--- src/rtl/isa_brg_pkg.sv ---
package isa_brg_pkg;

    typedef enum logic {
        XFER_RD = 1'b0,
        XFER_WR = 1'b1
    } xfer_kind_e;

    typedef enum logic [2:0] {
        ST_IDLE   = 3'd0,
        ST_SETUP  = 3'd1,
        ST_STROBE = 3'd2,
        ST_HOLD   = 3'd3,
        ST_DONE   = 3'd4
    } brg_state_e;

endpackage

--- src/rtl/isa_brg_decode.sv ---
module isa_brg_decode
    import isa_brg_pkg::*;
#(
    parameter int SA_W   = 5,
    parameter int DATA_W = 8
) (
    input  logic                     clk,
    input  logic                     rst_n,
    input  logic                     capture,
    input  logic                     rd_sel,
    input  logic                     wr_sel,
    input  logic [SA_W+DATA_W:1]     addr,
    output logic [SA_W-1:0]          sa,
    output logic [DATA_W-1:0]        wdata,
    output xfer_kind_e               kind
);
    localparam int TOP = SA_W + DATA_W;

    always_ff @(posedge clk or negedge rst_n) begin
        if (!rst_n) begin
            sa    <= '0;
            wdata <= '0;
            kind  <= XFER_RD;
        end else if (capture) begin
            sa    <= addr[TOP:DATA_W+1];
            wdata <= addr[DATA_W:1];
            kind  <= wr_sel ? XFER_WR : XFER_RD;
        end
    end


    isa_brg_dec_kind_chk: assert property (@(posedge clk) disable iff (!rst_n)
        (capture && wr_sel) |=> (kind == XFER_WR));


    isa_brg_dec_rdkind_chk: assert property (@(posedge clk) disable iff (!rst_n)
        (capture && rd_sel && !wr_sel) |=> (kind == XFER_RD));

endmodule

--- src/rtl/isa_brg_timer.sv ---
module isa_brg_timer #(
    parameter int PULSE = 4
) (
    input  logic clk,
    input  logic rst_n,
    input  logic load,
    input  logic run,
    output logic expired
);
    localparam int CNT_W = (PULSE < 2) ? 1 : $clog2(PULSE);
    localparam logic [CNT_W-1:0] LOAD_VAL = CNT_W'(PULSE - 1);

    logic [CNT_W-1:0] cnt;

    always_ff @(posedge clk or negedge rst_n) begin
        if (!rst_n) begin
            cnt <= '0;
        end else if (load) begin
            cnt <= LOAD_VAL;
        end else if (run && cnt != '0) begin
            cnt <= cnt - 1'b1;
        end
    end

    assign expired = (cnt == '0);


    isa_brg_tmr_load_chk: assert property (@(posedge clk) disable iff (!rst_n)
        load |=> (cnt == LOAD_VAL));

endmodule

--- src/rtl/isa_rdonly_bridge.sv ---
module isa_rdonly_bridge
    import isa_brg_pkg::*;
#(
    parameter int SA_W       = 5,
    parameter int DATA_W     = 8,
    parameter int STROBE_CYC = 4
) (
    input  logic                   clk,
    input  logic                   rst_n,
    input  logic                   host_rd_sel,
    input  logic                   host_wr_sel,
    input  logic [SA_W+DATA_W:1]   host_addr,
    output logic [DATA_W-1:0]      host_d,
    output logic                   host_wait,
    output logic [SA_W-1:0]        isa_sa,
    output logic                   isa_ior_n,
    output logic                   isa_iow_n,
    output logic [DATA_W-1:0]      isa_d_o,
    output logic                   isa_d_oe,
    input  logic [DATA_W-1:0]      isa_d_i
);
    localparam int LEN_W = $clog2(STROBE_CYC + 2);

    brg_state_e        state, state_nx;
    xfer_kind_e        kind;
    logic [DATA_W-1:0] wdata;
    logic [DATA_W-1:0] rd_byte;
    logic              any_sel;
    logic              start;
    logic              tmr_exp;

    assign any_sel = host_rd_sel | host_wr_sel;
    assign start   = (state == ST_IDLE) && any_sel;

    isa_brg_decode #(.SA_W(SA_W), .DATA_W(DATA_W)) u_decode (
        .clk     (clk),
        .rst_n   (rst_n),
        .capture (start),
        .rd_sel  (host_rd_sel),
        .wr_sel  (host_wr_sel),
        .addr    (host_addr),
        .sa      (isa_sa),
        .wdata   (wdata),
        .kind    (kind)
    );

    isa_brg_timer #(.PULSE(STROBE_CYC)) u_timer (
        .clk     (clk),
        .rst_n   (rst_n),
        .load    (state == ST_SETUP),
        .run     (state == ST_STROBE),
        .expired (tmr_exp)
    );

    always_comb begin
        state_nx = state;
        unique case (state)
            ST_IDLE:   if (any_sel) state_nx = ST_SETUP;
            ST_SETUP:  state_nx = ST_STROBE;
            ST_STROBE: if (tmr_exp) state_nx = ST_HOLD;
            ST_HOLD:   state_nx = ST_DONE;
            ST_DONE:   if (!any_sel) state_nx = ST_IDLE;
            default:   state_nx = ST_IDLE;
        endcase
    end

    always_ff @(posedge clk or negedge rst_n) begin
        if (!rst_n) begin
            state <= ST_IDLE;
        end else begin
            state <= state_nx;
        end
    end

    always_ff @(posedge clk or negedge rst_n) begin
        if (!rst_n) begin
            rd_byte <= '0;
        end else if (state == ST_STROBE && tmr_exp && kind == XFER_RD) begin
            rd_byte <= isa_d_i;
        end
    end

    always_comb begin
        isa_ior_n = 1'b1;
        isa_iow_n = 1'b1;
        isa_d_oe  = 1'b0;
        isa_d_o   = wdata;
        host_wait = 1'b0;
        host_d    = '0;
        unique case (state)
            ST_IDLE: begin
                host_wait = any_sel;
            end
            ST_SETUP, ST_HOLD: begin
                host_wait = 1'b1;
                isa_d_oe  = (kind == XFER_WR);
            end
            ST_STROBE: begin
                host_wait = 1'b1;
                isa_d_oe  = (kind == XFER_WR);
                isa_ior_n = (kind == XFER_WR);
                isa_iow_n = (kind == XFER_RD);
            end
            ST_DONE: begin
                host_d = (kind == XFER_RD) ? rd_byte : '0;
            end
            default: ;
        endcase
    end

    // strobe-width counter used only by the checks below
    logic [LEN_W-1:0] low_len;
    always_ff @(posedge clk or negedge rst_n) begin
        if (!rst_n) begin
            low_len <= '0;
        end else if (!isa_ior_n || !isa_iow_n) begin
            low_len <= low_len + 1'b1;
        end else begin
            low_len <= '0;
        end
    end


    strobe_excl_chk: assert property (@(posedge clk) disable iff (!rst_n)
        !(!isa_ior_n && !isa_iow_n));


    ior_width_chk: assert property (@(posedge clk) disable iff (!rst_n)
        $rose(isa_ior_n) |-> (low_len == LEN_W'(STROBE_CYC)));


    iow_width_chk: assert property (@(posedge clk) disable iff (!rst_n)
        $rose(isa_iow_n) |-> (low_len == LEN_W'(STROBE_CYC)));


    sa_hold_chk: assert property (@(posedge clk) disable iff (!rst_n)
        (state == ST_STROBE || state == ST_HOLD) |-> $stable(isa_sa));


    wdata_setup_chk: assert property (@(posedge clk) disable iff (!rst_n)
        $fell(isa_iow_n) |-> $past(isa_d_oe));


    wdata_hold_chk: assert property (@(posedge clk) disable iff (!rst_n)
        $rose(isa_iow_n) |-> (isa_d_oe && $stable(isa_d_o)));


    wait_release_chk: assert property (@(posedge clk) disable iff (!rst_n)
        (any_sel && !host_wait) |-> (isa_ior_n && isa_iow_n));


    no_restart_chk: assert property (@(posedge clk) disable iff (!rst_n)
        (state == ST_DONE && any_sel) |=> (state == ST_DONE));


    rd_hold_chk: assert property (@(posedge clk) disable iff (!rst_n)
        (state == ST_DONE && $past(state) == ST_DONE) |-> $stable(host_d));

endmodule

--- config.mk ---
export PLATFORM = sky130hd
export DESIGN_NAME = isa_rdonly_bridge
export DESIGN_NICKNAME = d
export VERILOG_FILES = /design/src/rtl/isa_brg_pkg.sv /design/src/rtl/isa_brg_decode.sv /design/src/rtl/isa_brg_timer.sv /design/src/rtl/isa_rdonly_bridge.sv
export SDC_FILE = /design/constraint.sdc
export NUM_CORES = 1
export LEC_CHECK = 0
export BUFFER_PORTS_ARGS = -buffer_cell sky130_fd_sc_hd__buf_2
export CORE_MARGIN = 2
export CORE_UTILIZATION = 40
export CTS_CLUSTER_DIAMETER = 60
export DETAILED_ROUTE_END_ITERATION = 10
export PLACE_DENSITY_LB_ADDON = 0.15
export SETUP_SLACK_MARGIN = 0.05
export SYNTH_ARGS = -nofsm -noshare
export SYNTH_HDL_FRONTEND = slang
export SYNTH_HIERARCHICAL = 1
export SYNTH_SLANG_ARGS = --single-unit
--- constraint.sdc ---
create_clock -name clk -period 2.6 [get_ports clk]
set_clock_uncertainty 0.15 [all_clocks]
set_input_delay 0.52 -clock clk [delete_from_list [all_inputs] [get_ports clk]]
set_output_delay 0.52 -clock clk [all_outputs]
set_load 0.05 [all_outputs]
==> results by group <==
Power and ir drop
  – Internal: 1.15 mW
  – VDD IR max: 765 uV
  – Flop pwr share: 0.358
  – Logic pwr share: 0.560
  – Clock power share: 0.082
  – Net Switching: 1.06 mW
  – Pwr dens: 1440 nW/um2
  – Leak pwr: around 0.77 nW
  – Sw frac: 0.480

Clock network
  – CTS root buffer: clkbuf_4
  – CTS tree: done
  – Longest Clk Path Bufs: 2
  – Clock sink count: 27
  – CTS H-Tree Depth: 1
  – Total CTS buffers: 3
  – Clk Latency, worst-skew pair: ~0.32 ns
  – Reg clk slew, reported paths: 0.14 ns

Logic synthesis
  – Yosys reg bits: 27
  – Compound-Gate Fraction of Synth Area: 0.0103
  – Post-synthesis sequential area ratio: 0.556
  – Synthesized-area fraction occupied by and/or/nand/nor cells: 0.174
  – Gate Count Post-Synth: 88
  – Largest family of logic cells by synthesized area: multiplexers
  – Syn Nets: 114
  – Synthesized area per cell: 13.8 um2
  – Xor/xnor share of the synthesized area: 0
  – Adder-cell share of the synthesized area: 0.0103
  – Yosys cell types: 26
  – Ys Warns: 6
  – Synthesized area: approximately 1200 um2
  – Post-synthesis mux area share: 0.223

STA
  – Max-slew violation count: 0
  – Unrepaired setup endpoints after global routing: no
  – Setup violators final: 0
  – Slew headroom: 0.593
  – Final cycle utilization of the critical path: 0.929
  – Endpoints failing hold: 0
  – Slew at the pin with the worst max-slew slack: 0.610 ns
  – Final Critical Period: 2.42 ns
  – Setup tns final: 0 ns
  – Max Freq: 414 MHz

Critical path
  – Element type at the critical path end: output port
  – R2R Path Start: state[0]
  – Slowest cell on crit path: dfrtp_1
  – R2R depth: 3
  – Crit path max fanout: 9
  – Slowest stage delay, CP: 0.57 ns
  – Flop-to-flop setup slack: roughly 0.90 ns
  – Worst path cell trace: nor4b_4 -> and2_1 -> buf_2
  – Crit start category: register
  – Worst r2r dst: u_decode/sa[3]
  – Crit path kind: register to output port
  – Worst EP required: between 1.5 and 2 ns
  – Critical path arrival: about 1.8 ns

Die
  – Top Ports: 50
  – Full die area: 3490 um2
  – Die width: 59.1 um
  – Die height: 59.1 um
  – Site Rows: 19
  – Initial Util: 0.429
  – Core Area: 2830 um2

Route
  – Drt drc: 0
  – Total number of vias: 858
  – First-pass DRT Iterations: 2
  – Routed Antenna Nets: 0
  – Routed wire length: 2.13 mm
  – Drt wl/cell: approximately 13 um
  – Initial drt markers: 12
  – Via density: 5.05

Cells and area
  – Layout cells sized above 1: 0.590
  – Area Overhead vs Synth: 25.4%
  – Multi-input logic area: 523 um2
  – Layout Cells excl Fill: 170
  – Nets@finish: 166
  – # fillers: 260
  – Reg area: 676 um2
  – Ant. Diodes: 0

Placement
  – Placed cell count: 166
  – Hpwl dp: 1.57 mm
  – Routability Congestion: 0.671
  – Port bufs: 49

Hold path
  – Worst min path class: input pin to async pin

Flow run
  – # Max-Cap Violations: 0

Global routing
  – Vias in the first global route: 805
  – Total gr overflow: 0
  – Total GRT Usage: 0.131
  – Initial antenna violation count: 0
  – Global-route wire length before repair: 3.48 mm
  – Largest net degree at the start of global routing: 28

Outcome
  – Status: complete, no violations
## worst max-delay path by stage
stage	start	to	slack, ns	cells past startpoint
after floorplan	state[0]	isa_d_oe	0.21	2
after global placement	state[0]	host_d[3]	0.44	3
after detailed placement	state[0]	host_d[1]	0.36	3
after CTS	state[0]	host_d[0]	0.13	3
after global routing	state[0]	host_d[5]	0.05	3
final	state[2]	host_d[0]	0.18	3
## layout make-up
cell class,count,area share
flip-flops and latches,27,0.443
multi-input cells,56,0.343
repair buffers,50,0.166
well taps,31,0.0255
clock buffers,4,0.0172
inverters,2,0.00493
## flip-flops by register name, summed over array words and instances, names as in the netlist
signal and cells:
u_timer/cnt 2, u_decode/kind 1, u_decode/sa 5, state 3, rd_byte 8, u_decode/wdata 8
## through the flow
step	power (mW)	area [um2]	hold slack (ns)	worst slack (ns)	utilization
after CTS	2.24	1520	0.0430	0.129	0.539
after global placement	2.01	1490	0.331	0.441	0.526
after floorplan	1.79	1210	0.0744	0.212	-
after detailed placement	2.04	1490	0.339	0.361	0.526
final	2.20	1520	0.0324	0.184	0.539
after global routing	2.34	1520	0.0646	0.0550	0.539
## synthesized netlist by cell type
| cell type | count | area share |
|---|---|---|
| nor2_1 | 4 | 0.012 |
| a21oi_1 | 1 | 0.0041 |
| nor2b_2 | 1 | 0.0072 |
| nand3b_1 | 2 | 0.012 |
| mux2_4 | 1 | 0.012 |
| ha_1 | 1 | 0.010 |
| or2b_1 | 1 | 0.0062 |
| o21a_1 | 1 | 0.0062 |
| inv_1 | 2 | 0.0062 |
| nand3b_4 | 1 | 0.016 |
| nor4b_2 | 1 | 0.012 |
| nor3_1 | 1 | 0.0041 |
| and2b_1 | 1 | 0.0062 |
| and2_1 | 8 | 0.041 |
| or2_2 | 1 | 0.0052 |
| dfrtp_1 | 27 | 0.56 |
| nor3b_1 | 2 | 0.012 |
| buf_4 | 1 | 0.0062 |
| nor4_1 | 1 | 0.0052 |
| nor3b_4 | 1 | 0.015 |
| buf_6 | 1 | 0.0093 |
| mux2_2 | 21 | 0.19 |
| and2b_4 | 1 | 0.0082 |
| mux2i_1 | 2 | 0.016 |
| nand2_1 | 3 | 0.0093 |
| buf_2 | 1 | 0.0041 |
## layout by cell type, fill, tap and decap left out, types with 2 or more instances in the layout
master / synthesis / layout
mux2i_1: 2 / 2
buf_2: 1 / 49
nand2_1: 3 / 3
mux2_2: 21 / 21
nor2_1: 4 / 4
inv_1: 2 / 2
and2_1: 8 / 8
clkbuf_4: 0 / 3
nand3b_1: 2 / 2
nor3b_1: 2 / 2
dfrtp_1: 27 / 27
## cells by family (layout without fill, tap and decap cells)
family,Yosys count,count (layout)
buf+inv,5,56
fa+ha+maj,1,1
flops,27,27
simple gates,29,29
compound gates,2,2
mux,24,24
## worst max-delay path: cells and delay by family (launching register included)
family	cells	cell delay (ns)
flip-flops	1	0.57
buffers and inverters	1	0.25
AND/OR/NAND/NOR	2	0.59
## power groups by stage
stage	sequential, mW	clock [mW]	combinational, mW
after CTS	0.792	0.191	1.25
after detailed placement	0.792	0	1.24
final	0.789	0.181	1.23
after global routing	0.824	0.203	1.31
after global placement	0.783	0	1.22
after floorplan	1.11	0	0.683
## routing by layer
metal / share of wire / vias up / GRT usage
met1: 0.42 / 419 / 0.156
met2: 0.49 / 34 / 0.233
met4: 0.013 / 0 / 0.0487
li1: - / 403 / -
met5: 0 / - / 0
met3: 0.071 / 2 / 0.0262
## timing repair
| item | CTS | global route |
|---|---|---|
| gates resized for setup | 1 | 0 |
| buffers inserted | 0 | 0 |
| setup endpoints to repair | 8 | 0 |
| hold buffers | 0 | 0 |
(Power assumes the default switching activity.)
